`src/rtl/mxu_pkg.sv`:
```
package mxu_pkg;

  typedef struct packed {
    logic rd;
    logic wr;
  } req_t;

  typedef enum logic [1:0] {
    SRC_HOLD = 2'd0,
    SRC_INT  = 2'd1,
    SRC_EXT  = 2'd2
  } dsrc_t;

  // Next pending request: completion clears, a new command replaces, read wins a tie.
  function automatic req_t req_next(req_t cur, logic rd_cmd, logic wr_cmd, logic done);
    req_t n;
    n = cur;
    if (done) n = '0;
    if (rd_cmd) begin
      n.rd = 1'b1;
      n.wr = 1'b0;
    end else if (wr_cmd) begin
      n.wr = 1'b1;
      n.rd = 1'b0;
    end
    return n;
  endfunction

  function automatic logic stall_eval(logic wait_req, logic done, req_t cur);
    return wait_req & ~done & (cur.rd | cur.wr);
  endfunction

  // Data register source: external side has priority; nothing loads while stalled.
  function automatic dsrc_t data_src(logic ld_int, logic ld_ext, logic stalled);
    if (stalled)     return SRC_HOLD;
    else if (ld_ext) return SRC_EXT;
    else if (ld_int) return SRC_INT;
    else             return SRC_HOLD;
  endfunction

endpackage

```
`src/rtl/mxu_addr_reg.sv`:
```
module mxu_addr_reg #(
  parameter int WORD_W = 32
) (
  input  logic              clk,
  input  logic              rst_n,
  input  logic              ld,
  input  logic [WORD_W-1:0] d,
  output logic [WORD_W-1:0] q
);

  always_ff @(posedge clk) begin
    if (!rst_n)  q <= '0;
    else if (ld) q <= d;
  end


  addr_load_chk: assert property (@(posedge clk) disable iff (!rst_n)
    ld |=> (q == $past(d)));


  addr_hold_chk: assert property (@(posedge clk) disable iff (!rst_n)
    !ld |=> $stable(q));

endmodule

```
`src/rtl/mxu_data_reg.sv`:
```
module mxu_data_reg
  import mxu_pkg::*;
#(
  parameter int WORD_W = 32
) (
  input  logic              clk,
  input  logic              rst_n,
  input  logic              ld_int,
  input  logic              ld_ext,
  input  logic              stalled,
  input  logic [WORD_W-1:0] int_d,
  input  logic [WORD_W-1:0] ext_d,
  output logic [WORD_W-1:0] q
);

  dsrc_t src;

  always_comb src = data_src(ld_int, ld_ext, stalled);

  always_ff @(posedge clk) begin
    if (!rst_n) q <= '0;
    else begin
      case (src)
        SRC_INT: q <= int_d;
        SRC_EXT: q <= ext_d;
        default: q <= q;
      endcase
    end
  end


  data_frozen_in_stall_chk: assert property (@(posedge clk) disable iff (!rst_n)
    stalled |=> (q == $past(q)));


  data_ext_priority_chk: assert property (@(posedge clk) disable iff (!rst_n)
    (ld_ext && !stalled) |=> (q == $past(ext_d)));

endmodule

```
`src/rtl/mxu_req_ctrl.sv`:
```
module mxu_req_ctrl
  import mxu_pkg::*;
(
  input  logic clk,
  input  logic rst_n,
  input  logic rd_cmd,
  input  logic wr_cmd,
  input  logic wait_req,
  input  logic done,
  output logic pend_rd,
  output logic pend_wr,
  output logic stall_o
);

  req_t cur, nxt;

  always_comb begin
    nxt     = req_next(cur, rd_cmd, wr_cmd, done);
    stall_o = stall_eval(wait_req, done, cur);
  end

  always_ff @(posedge clk) begin
    if (!rst_n) cur <= '0;
    else        cur <= nxt;
  end

  assign pend_rd = cur.rd;
  assign pend_wr = cur.wr;


  one_req_chk: assert property (@(posedge clk) disable iff (!rst_n)
    $onehot0({pend_rd, pend_wr}));


  rd_held_chk: assert property (@(posedge clk) disable iff (!rst_n)
    (pend_rd && !done && !wr_cmd) |=> pend_rd);


  wr_held_chk: assert property (@(posedge clk) disable iff (!rst_n)
    (pend_wr && !done && !rd_cmd) |=> pend_wr);


  done_clears_chk: assert property (@(posedge clk) disable iff (!rst_n)
    (done && !rd_cmd && !wr_cmd) |=> (!pend_rd && !pend_wr));


  stall_keeps_req_chk: assert property (@(posedge clk) disable iff (!rst_n)
    stall_o |=> (pend_rd || pend_wr));

endmodule

```
`src/rtl/mem_xfer_unit.sv`:
```
module mem_xfer_unit #(
  parameter int WORD_W = 32
) (
  input  logic              clk,
  input  logic              rst_n,
  input  logic [WORD_W-1:0] ibus_in,
  input  logic              ld_addr,
  input  logic              ld_data_int,
  input  logic              ld_data_ext,
  input  logic              drv_data_int,
  input  logic              drv_data_ext,
  input  logic              rd_cmd,
  input  logic              wr_cmd,
  input  logic              wait_done,
  input  logic              mem_done,
  input  logic [WORD_W-1:0] mem_rdata,
  output logic [WORD_W-1:0] mem_addr,
  output logic              mem_rd,
  output logic              mem_wr,
  output logic [WORD_W-1:0] mem_wdata,
  output logic              mem_wdata_en,
  output logic [WORD_W-1:0] ibus_out,
  output logic              ibus_oe,
  output logic              stall
);

  logic              hold_step;
  logic              req_rd;
  logic              req_wr;
  logic [WORD_W-1:0] data_q;

  mxu_req_ctrl u_req (
    .clk      (clk),
    .rst_n    (rst_n),
    .rd_cmd   (rd_cmd),
    .wr_cmd   (wr_cmd),
    .wait_req (wait_done),
    .done     (mem_done),
    .pend_rd  (req_rd),
    .pend_wr  (req_wr),
    .stall_o  (hold_step)
  );

  mxu_addr_reg #(.WORD_W(WORD_W)) u_addr (
    .clk   (clk),
    .rst_n (rst_n),
    .ld    (ld_addr),
    .d     (ibus_in),
    .q     (mem_addr)
  );

  mxu_data_reg #(.WORD_W(WORD_W)) u_data (
    .clk     (clk),
    .rst_n   (rst_n),
    .ld_int  (ld_data_int),
    .ld_ext  (ld_data_ext),
    .stalled (hold_step),
    .int_d   (ibus_in),
    .ext_d   (mem_rdata),
    .q       (data_q)
  );

  assign mem_rd       = req_rd;
  assign mem_wr       = req_wr;
  assign stall        = hold_step;
  assign mem_wdata    = data_q;
  assign mem_wdata_en = drv_data_ext;
  assign ibus_out     = data_q;
  assign ibus_oe      = drv_data_int;


  no_stall_on_done_chk: assert property (@(posedge clk) disable iff (!rst_n)
    mem_done |-> !stall);


  idle_no_stall_chk: assert property (@(posedge clk) disable iff (!rst_n)
    (!mem_rd && !mem_wr) |-> !stall);

endmodule

```
`config.mk`:
```
export PLATFORM = sky130hd
export DESIGN_NAME = mem_xfer_unit
export DESIGN_NICKNAME = d
export VERILOG_FILES = /design/src/rtl/mxu_pkg.sv /design/src/rtl/mxu_addr_reg.sv /design/src/rtl/mxu_data_reg.sv /design/src/rtl/mxu_req_ctrl.sv /design/src/rtl/mem_xfer_unit.sv
export SDC_FILE = /design/constraint.sdc
export NUM_CORES = 1
export LEC_CHECK = 0
export ABC_AREA = 0
export BUFFER_PORTS_ARGS = -buffer_cell sky130_fd_sc_hd__buf_2
export CAP_MARGIN = 15
export CORE_UTILIZATION = 49
export DETAILED_ROUTE_END_ITERATION = 12
export PLACE_DENSITY = 0.85
export SYNTH_ARGS = -nofsm -noshare
export SYNTH_HDL_FRONTEND = slang
export SYNTH_SLANG_ARGS = --single-unit
```
`constraint.sdc`:
```
create_clock -name clk -period 4.9 [get_ports clk]
set_input_delay 0.245 -clock clk [delete_from_list [all_inputs] [get_ports clk]]
set_output_delay 0.245 -clock clk [all_outputs]
set_load 0.01 [all_outputs]
```
* After elaboration in Yosys (flattened, before gate mapping) *
Index checks and enable logic that the tools add are counted.

storage, ports and cells
  register bits after elaboration = 66
  output and inout bits = 101
  word-level logic and storage cells = 22

operators by class
  equal/unequal tests = 2
  mux-type cells = 7
  bitwise gates (word level) = 5
  reductions and logical operators = 4

operator list
  cell                                                  count
  one-hot mux 32 bit (2 select lines)                   1
  2-to-1 mux 2 bit                                      5
  nonzero test 2 bit                                    2
  nonzero test 3 bit                                    1
  bitwise AND 1 bit                                     2
  equality test 2 x 1 -> 1 bit (second input constant)  1
  equality test 2 bit (second input constant)           1
  inverter 1 bit                                        2
  OR reduction 2 bit                                    1
  2-to-1 mux 1 bit                                      1
  bitwise OR 1 bit                                      1

* Depth between registers and ports, before layout *
Gate-level depths: netlist of run 1.

  word-level depth = 6
  mapped depth = 7
  mapped depth without buffers = 5

* Hierarchy *
From an unflattened synthesis of run 1, not the netlist that was laid out.

second synthesis, totals
  cells, all modules = 290
  area total of the unflattened synthesis = 3395.8 µm²

modules (own cells, without submodules)
  module         times used  cells each  area an instance (µm²)  sequential area each (µm²)
  mxu_data_reg   1           144         1805.5                  640.6
  mxu_addr_reg   1           103         1243.7                  640.6
  mem_xfer_unit  1           34          255.2                   0.0
  mxu_req_ctrl   1           9           91.3                    40.0

* Worst setup path after synthesis of run 1 *
Ideal clock, no wire load.

  path type = reg-to-reg
  start = register u_req.cur (netlist bit u_req.pend_rd)
  end = register u_data.q[10]
  setup time = 116 ps
  arrival time = 1694 ps
  data required time = 4784 ps
  path slack = 3090 ps
  cell stages (with the launch flop) = 8
  buffers on the path = 2
  cell sequence = dfxtp_1 -> nor2_1 -> o311ai_0 -> ha_1 -> buf_6 -> buf_12 -> mux2_4 -> o211a_1

between the ends
  longest elaborated chain between the ends = 5
  elaborated cells between the ends (all ways) = 7
  classes of those cells = 2 x eq/ne; 2 x mux; 2 x bitwise; 1 x reduce/logical

ends and longest elaborated chain
  element                                                                    line                RTL
  from (decl)                                                                mxu_req_ctrl.sv:15  req_t cur, nxt;
  from (signal assigned)                                                     mxu_req_ctrl.sv:24  else cur <= nxt;
  bitwise OR 1 bit (*)                                                       mxu_pkg.sv:30       return wait_req & ~done & (cur.rd | cur.wr);
  bitwise AND 1 bit (*)                                                      mxu_pkg.sv:30
  2-to-1 mux 2 bit (*)                                                       mxu_pkg.sv:35       if (stalled) return SRC_HOLD;
  equality test 2 bit or equality test 2 x 1 -> 1 bit (tied branches)        mxu_data_reg.sv:23  case (src)
  one-hot mux 32 bit (2 select lines) or nonzero test 2 bit (tied branches)  -
  to (signal assigned)                                                       mxu_data_reg.sv:24  SRC_INT: q <= int_d;
  to (signal assigned)                                                       mxu_data_reg.sv:25  SRC_EXT: q <= ext_d;
  to (signal assigned)                                                       mxu_data_reg.sv:26  default: q <= q;
  to (decl)                                                                  mxu_data_reg.sv:13  output logic [WORD_W-1:0] q

Mark *: on every way between the ends. The rest lies on a longest branch, timed or not.
A chain may end at the register's enable or synchronous reset.

* Worst setup path in the final report of run 1 *
  start = register u_req.cur (netlist bit u_req.pend_rd)
  end = register u_data.q[0]

Same word-level chain as after synthesis.

==> reports/qor.yml, run 1 <==
outcome:
  outcome: "finished, violations left"
  violations: "DRC"
timing:
  fin_skew_ns: 0.00969
  final.setup.tns_ns: 0
  fin_crit_ns: 2.52
  slew_headroom_pct: 26.2
  setup_violations: 0
  fin_crit_sh_pct: 51.5
  finalMaxSlewViolations: 0
  clock.fmax_mhz: 396
  rsz0062_at_grt: "no"
  worst_pin_slew_ns: 1.11
  hold_viol: 0
logic_synthesis:
  synthTopCellsByArea: "dfxtp_1 39%, mux2_4 13%, o211a_1 9.8%"
  ys_seq_elements: 66
  synth_top_area_share_pct: 39.3
  syn_nets: 369
  synth_fa_ha_area_share_pct: 0.372
  synth-xor-area-share_pct: 0
  netlist_area_mm2: 0.00336
  muxShareOfSynthArea_pct: 23.6
  synth_compound_area_share_pct: 10.6
  synthCells: 293
  yosysWarnings: 0
  avgSynthCellArea_um2: 11.5
  synthSimpleGateAreaFrac_pct: 13.4
  yosys.area.top_type: "dfxtp_1"
  yosysSeqAreaShare_pct: 39.3
  synthDistinctLibCells: 21
  synth_top_family_by_area: "multiplexers"
flow_run:
  max_cap_viol_count: 0
die:
  initial_core_util_pct: 51.7
  die_area_mm2: 0.00719
  die_height_um: 84.8
  ioPinCount: 176
  core_mm2: 0.00649
  die_x_um: 84.8
  rows: 29
worst_setup_path:
  end_kind: "register"
  critical_path_class: "register to register"
  start_kind: "register"
  ff2ff_setup_slack_ns: 2.38
  cp_num_buf_inv: 0
  critPathMaxStageDelay_ns: 1.00
  cp.required_ns: 5.12
  cpMaxStageDelayCell: "ha_2"
  crit_fanout: 32
  cp_top_family: "adder cells"
  worstPathArrival_ns: 2.74
  crit_chain: "nor2_1 -> o311ai_0 -> ha_2 -> mux2_2 -> o211a_1"
clocking:
  h-tree-depth: 3
  cts.sinks: 66
  hold_buffers: 0
  insertion_delay_ns: 0.33
  cts_setup_buffers: 0
  cts_tree: "built"
  clockBufferDepth: 2
  clk_pin_slew_worst_paths_ns: 0.07
  cts_buffers: 9
  cts_root_buffer: "clkbuf_8"
  cts_resized: 0
layout:
  antennaDiodeCount: 0
  utilization_pct: 62.5
  drive_gt1_share_pct: 51.1
  syn2layout_area_growth_pct: 20.8
  layout_commonest_cell: "buf_2"
  finalNetCount: 496
  final_cell_mix: "171 x buf_2, 66 x dfxtp_1, 33 x nor2b_1, 33 x o211a_1, 32 x mux2i_1"
global_routing:
  grt_usage_pct: 18.7
  grt_pass1_vias: 2260
  grt_pass1_wl_um: 10500
  use_met1_pct: 21.5
  antenna_found_initial: 0
  overflow: 0
  grt_max_degree: 67
  busiest_layer: "met2"
  met3_usage_pct: 3.31
  use_met2_pct: 32.4
route:
  vias: 2438
  final_antenna_net_count: 0
  drtPass1Iterations: 9
  finalWirelength_um: 6840
  drt-initial-drc-count: 67
  avgRoutedWirePerCell_um: 13.6
  drc: 10
  viasPerCell: 4.86
pwr:
  clockPowerShare_pct: 29.1
  p_per_area_mw_per_mm2: 324
  power_frac_comb_pct: 24.5
  ir_drop_mv: 0.305
  p_switching_w: 0.000364
  p_leak_nw: 2.40
  swShare_pct: 27.6
  p_int_w: 0.000953
  seq_power_share_pct: 46.5
placed_design:
  portBuffers: 171
  gp_congestion: 0.740
  dp_hpwl_um: 4860
hold_path:
  hp-class: "primary input to register"
## layout make-up
| class | instances | area (um2) |
|---|---|---|
| clock buffers | 13 | 149 |
| clock inverters | 3 | 15.0 |
| fillers | 532 | 2430 |
| inverters | 3 | 11.3 |
| multi-input cells | 169 | 1610 |
| flip-flops and latches | 66 | 1320 |
| well taps | 77 | 96.3 |
| repair buffers | 171 | 856 |
## per-stage QoR
step	total power (W)	instance area [um2]	setup WS, ns	hold WS [ns]	std cells
finish	0.00132	4060	2.38	0.160	502
global route	0.00139	4060	2.21	0.169	502
CTS	0.00134	4060	2.33	0.143	502
detailed placement	0.000950	3900	2.33	0.490	486
global placement	0.000940	3900	2.41	0.470	486
floorplan	0.000873	3360	3.09	0.369	293
## power groups by stage
stage | combinational, W | clock [W] | sequential, W
after floorplan | 0.000229 | 0 | 0.000644
after global placement | 0.000320 | 0 | 0.000621
after detailed placement | 0.000326 | 0 | 0.000624
after CTS | 0.000327 | 0.000398 | 0.000612
after global routing | 0.000350 | 0.000423 | 0.000617
final | 0.000322 | 0.000383 | 0.000612
## metal layers
| layer | routed length (um) | vias up |
|---|---|---|
| met1 | 2810 | 1113 |
| met2 | 3500 | 89 |
| li1 | - | 1221 |
| met4 | 198 | 0 |
| met5 | 0 | - |
| met3 | 337 | 15 |
## worst register-to-register path, stage by stage (launching register included)
cell	delay, ns
dfxtp_1	0.36
nor2_1	0.08
o311ai_0	0.35
ha_2	1.01
mux2_2	0.43
o211a_1	0.20
## cell families after synthesis
logic type,after synthesis
compound gates,36
fa+ha+maj,1
buf+inv,58
flops,66
mux,64
simple gates,68
## registers in the layout, summed over array words and instances, names as in the netlist
name           count
u_addr.q          32
u_data.q          32
u_req.pend_rd      1
u_req.pend_wr      1
## synth_stat cells, drive strengths merged
cell	instances
or2b	21
nand2b	11
clkbuf	7
mux2	32
o31a	1
nor3b	1
dfxtp	66
nor2	1
nor3	1
nor2b	33
mux2i	32
inv	3
o311ai	1
o211a	33
ha	1
o21a	1
buf	48
## final timing paths
kind | from | endpoint | cells after the start
max reg2reg | u_req.pend_rd$_SDFFE_PN0P_ | u_data.q[0]$_SDFFE_PN0P_ | 5
min reg2reg | u_addr.q[29]$_SDFFE_PN0P_ | u_addr.q[29]$_SDFFE_PN0P_ | 2
min | rd_cmd | u_req.pend_rd$_SDFFE_PN0P_ | 2
max | u_req.pend_rd$_SDFFE_PN0P_ | u_data.q[0]$_SDFFE_PN0P_ | 5
No activity file was read; power rests on OpenSTA's default activity.
==> run 2: changes to the inputs <==
CORE_UTILIZATION = 45   (was 49)
PLACE_DENSITY = 0.79   (was 0.85)
clock period = 2.5 ns   (was 4.9 ns; I/O delays follow)
==> reports/qor.yml, run 2 (synthesis gave the netlist of run 1 again) <==
timing:
  layout_setup_ws_ns: 0.444  # -1.93 ns
  slew_headroom_pct: 74.5  # +48 points
  fin_crit_ns: 2.06  # -0.467 ns
  hold_slack_ns: 0.0675  # -0.0921 ns
  final.setup.tns_ns: 0  # unchanged
  setup_violations: 0  # unchanged
  clock.fmax_mhz: 486  # +23%
  fin_crit_sh_pct: 82.2  # +31 points
  fin_skew_ns: 0.0109  # +0.00117 ns
  hold_viol: 0  # unchanged
  rsz0062_at_grt: "no"
  worst_pin_slew_ns: 0.378  # -0.729 ns
  finalMaxSlewViolations: 0  # unchanged
worst_setup_path:
  r2r_start: "u_req.pend_rd$_SDFFE_PN0P_"
  reg2regPathDepth: 6  # +1
  critical_path_class: "register to register"
  end_kind: "register"
  cp-startpoint: "u_req.pend_rd$_SDFFE_PN0P_"
  ff2ff_setup_slack_ns: 0.44  # -1.93 ns
  start_kind: "register"
  r2r_end: "u_data.q[22]$_SDFFE_PN0P_"
  crit_fanout: 20  # -38%
  cp.required_ns: 2.72  # -2.40 ns
  worstPathArrival_ns: 2.27  # -0.47 ns
route:
  drtPass1Iterations: 4  # -5
  final_antenna_net_count: 0  # unchanged
  vias: 2520  # +3.4%
  viasPerCell: 4.75  # -2.3%
  finalWirelength_um: 7260  # +6.1%
  avgRoutedWirePerCell_um: 13.7  # +0.30%
  drt-initial-drc-count: 34  # -49%
  drc: 0  # -10
layout:
  drive_gt1_share_pct: 51.9  # +0.79 points
  finalNetCount: 503  # +1.4%
  syn2layout_area_growth_pct: 24.6
  largest_registers: "u_addr.q (32), u_data.q (32)"
  final_cell_mix: "171 x buf_2, 66 x dfxtp_1, 33 x nor2b_1, 33 x o211a_1, 32 x mux2i_1"
  multi_input_area_mm2: 0.00161  # unchanged
  layout_commonest_cell: "buf_2"
  antennaDiodeCount: 0  # unchanged
  fill_cells: 629  # +18%
  ff_latch_area_mm2: 0.00132  # unchanged
global_routing:
  antenna_found_initial: 0  # unchanged
  grt_pass1_wl_um: 10900  # +3.8%
  grt_pass1_vias: 2404  # +6.4%
  grt_usage_pct: 18.2  # -0.46 points
  grt_max_degree: 65  # -3.0%
  overflow: 0  # unchanged
clocking:
  cts_resized: 0  # unchanged
  cts.sinks: 66  # unchanged
  cts_tree: "built"
  insertion_delay_ns: 0.33  # about the same
  hold_buffers: 1  # +1
  cts_buffers: 9  # unchanged
  clk_pin_slew_worst_paths_ns: 0.07  # about the same
  h-tree-depth: 3  # unchanged
  clockBufferDepth: 2  # unchanged
  cts_root_buffer: "clkbuf_8"
  cts_setup_buffers: 0  # unchanged
pwr:
  finalPower_w: 0.00267  # +100%
  clockPowerShare_pct: 30.7  # +1.6 points
  seq_power_share_pct: 44.8  # -1.7 points
  ir_drop_mv: 0.305  # +0.21%
  p_switching_w: 0.000737  # +100%
  power_frac_comb_pct: 24.4  # about the same
  p_leak_nw: 2.45  # +2.2%
  p_int_w: 0.00193  # +100%
  p_per_area_mw_per_mm2: 637  # +97%
  swShare_pct: 27.6  # about the same
die:
  die_height_um: 88.4  # +4.3%
  die_area_mm2: 0.00782  # +8.7%
  ioPinCount: 176  # unchanged
  initial_core_util_pct: 46.3  # -5.4 points
  rows: 31  # +6.9%
  die_x_um: 88.4  # +4.3%
  core_mm2: 0.00725  # +12%
hold_path:
  min_path_cells: 2  # unchanged
  hp-start: "wr_cmd"
  hp-class: "primary input to register"
  hold_path_end: "u_req.pend_wr$_SDFFE_PP0P_"
placed_design:
  gp_congestion: 0.745  # +0.66%
  dp_hpwl_um: 5270  # +8.5%
  dp_slack_ns: 0.426  # -1.90 ns
  portBuffers: 171  # unchanged
outcome:
  outcome: "complete, no violations"
flow_run:
  max_cap_viol_count: 0  # unchanged
run 2: cell count changes in the layout (fill, tap and decap cells not counted):
cell | previous run | this run
buf_12 | 0 | 2
buf_4 | 0 | 4
clkbuf_1 | 3 | 2
clkbuf_8 | 10 | 12
clkinv_2 | 3 | 2
dlygate4sd3_1 | 0 | 1
run 2: stage by stage:
stage | util (%) | cell area [um2] | std cells
finish | 57.7 | 4190 | 531
global route | 57.7 | 4190 | 531
CTS | 57.7 | 4190 | 531
detailed placement | 55.1 | 4000 | 514
global placement | 55.1 | 4000 | 514
floorplan | - | 3360 | 293
run 2: area by class of cell:
cell class | instances | area share [%]
flip-flops and latches | 66 | 31.6
clock inverters | 2 | 0.239
multi-input cells | 169 | 38.5
repair buffers | 178 | 22.3
clock buffers | 14 | 4.12
inverters | 3 | 0.269
well taps | 99 | 2.96
run 2: per-layer routing:
layer  global-route usage [%]  vias to the layer above  part of all wire [%]
met3                     4.48                        6                   4.7
met5                        0                        -                     0
met4                     5.87                        0                   1.1
met1                     20.1                     1195                    40
met2                     34.1                       79                    54
li1                         -                     1240                     -
run 2: worst max-delay path by stage:
stage,to,cells after the start,slack [ns]
after floorplan,u_data.q[10]$_SDFFE_PN0P_,7,0.69
after CTS,u_data.q[22]$_SDFFE_PN0P_,6,0.40
after global placement,u_data.q[19]$_SDFFE_PN0P_,6,0.54
final,u_data.q[22]$_SDFFE_PN0P_,6,0.44
after detailed placement,u_data.q[22]$_SDFFE_PN0P_,6,0.43
after global routing,u_data.q[22]$_SDFFE_PN0P_,6,0.27
run 2: critical path, cell delays in order, from the launching register on:
cell      delay (ns)
dfxtp_1         0.35
nor2_1          0.07
o311ai_0        0.35
ha_2            0.25
buf_4           0.35
mux2_4          0.34
o211a_1         0.22
run 2: power by group through the flow:
stage | clock [W] | sequential (W) | combinational, W
3_3_place_gp | 0 | 0.00122 | 0.000640
4_1_cts | 0.000850 | 0.00120 | 0.000661
2_1_floorplan | 0 | 0.00126 | 0.000449
6_report | 0.000820 | 0.00120 | 0.000652
3_5_place_dp | 0 | 0.00122 | 0.000658
5_1_grt | 0.000900 | 0.00121 | 0.000715
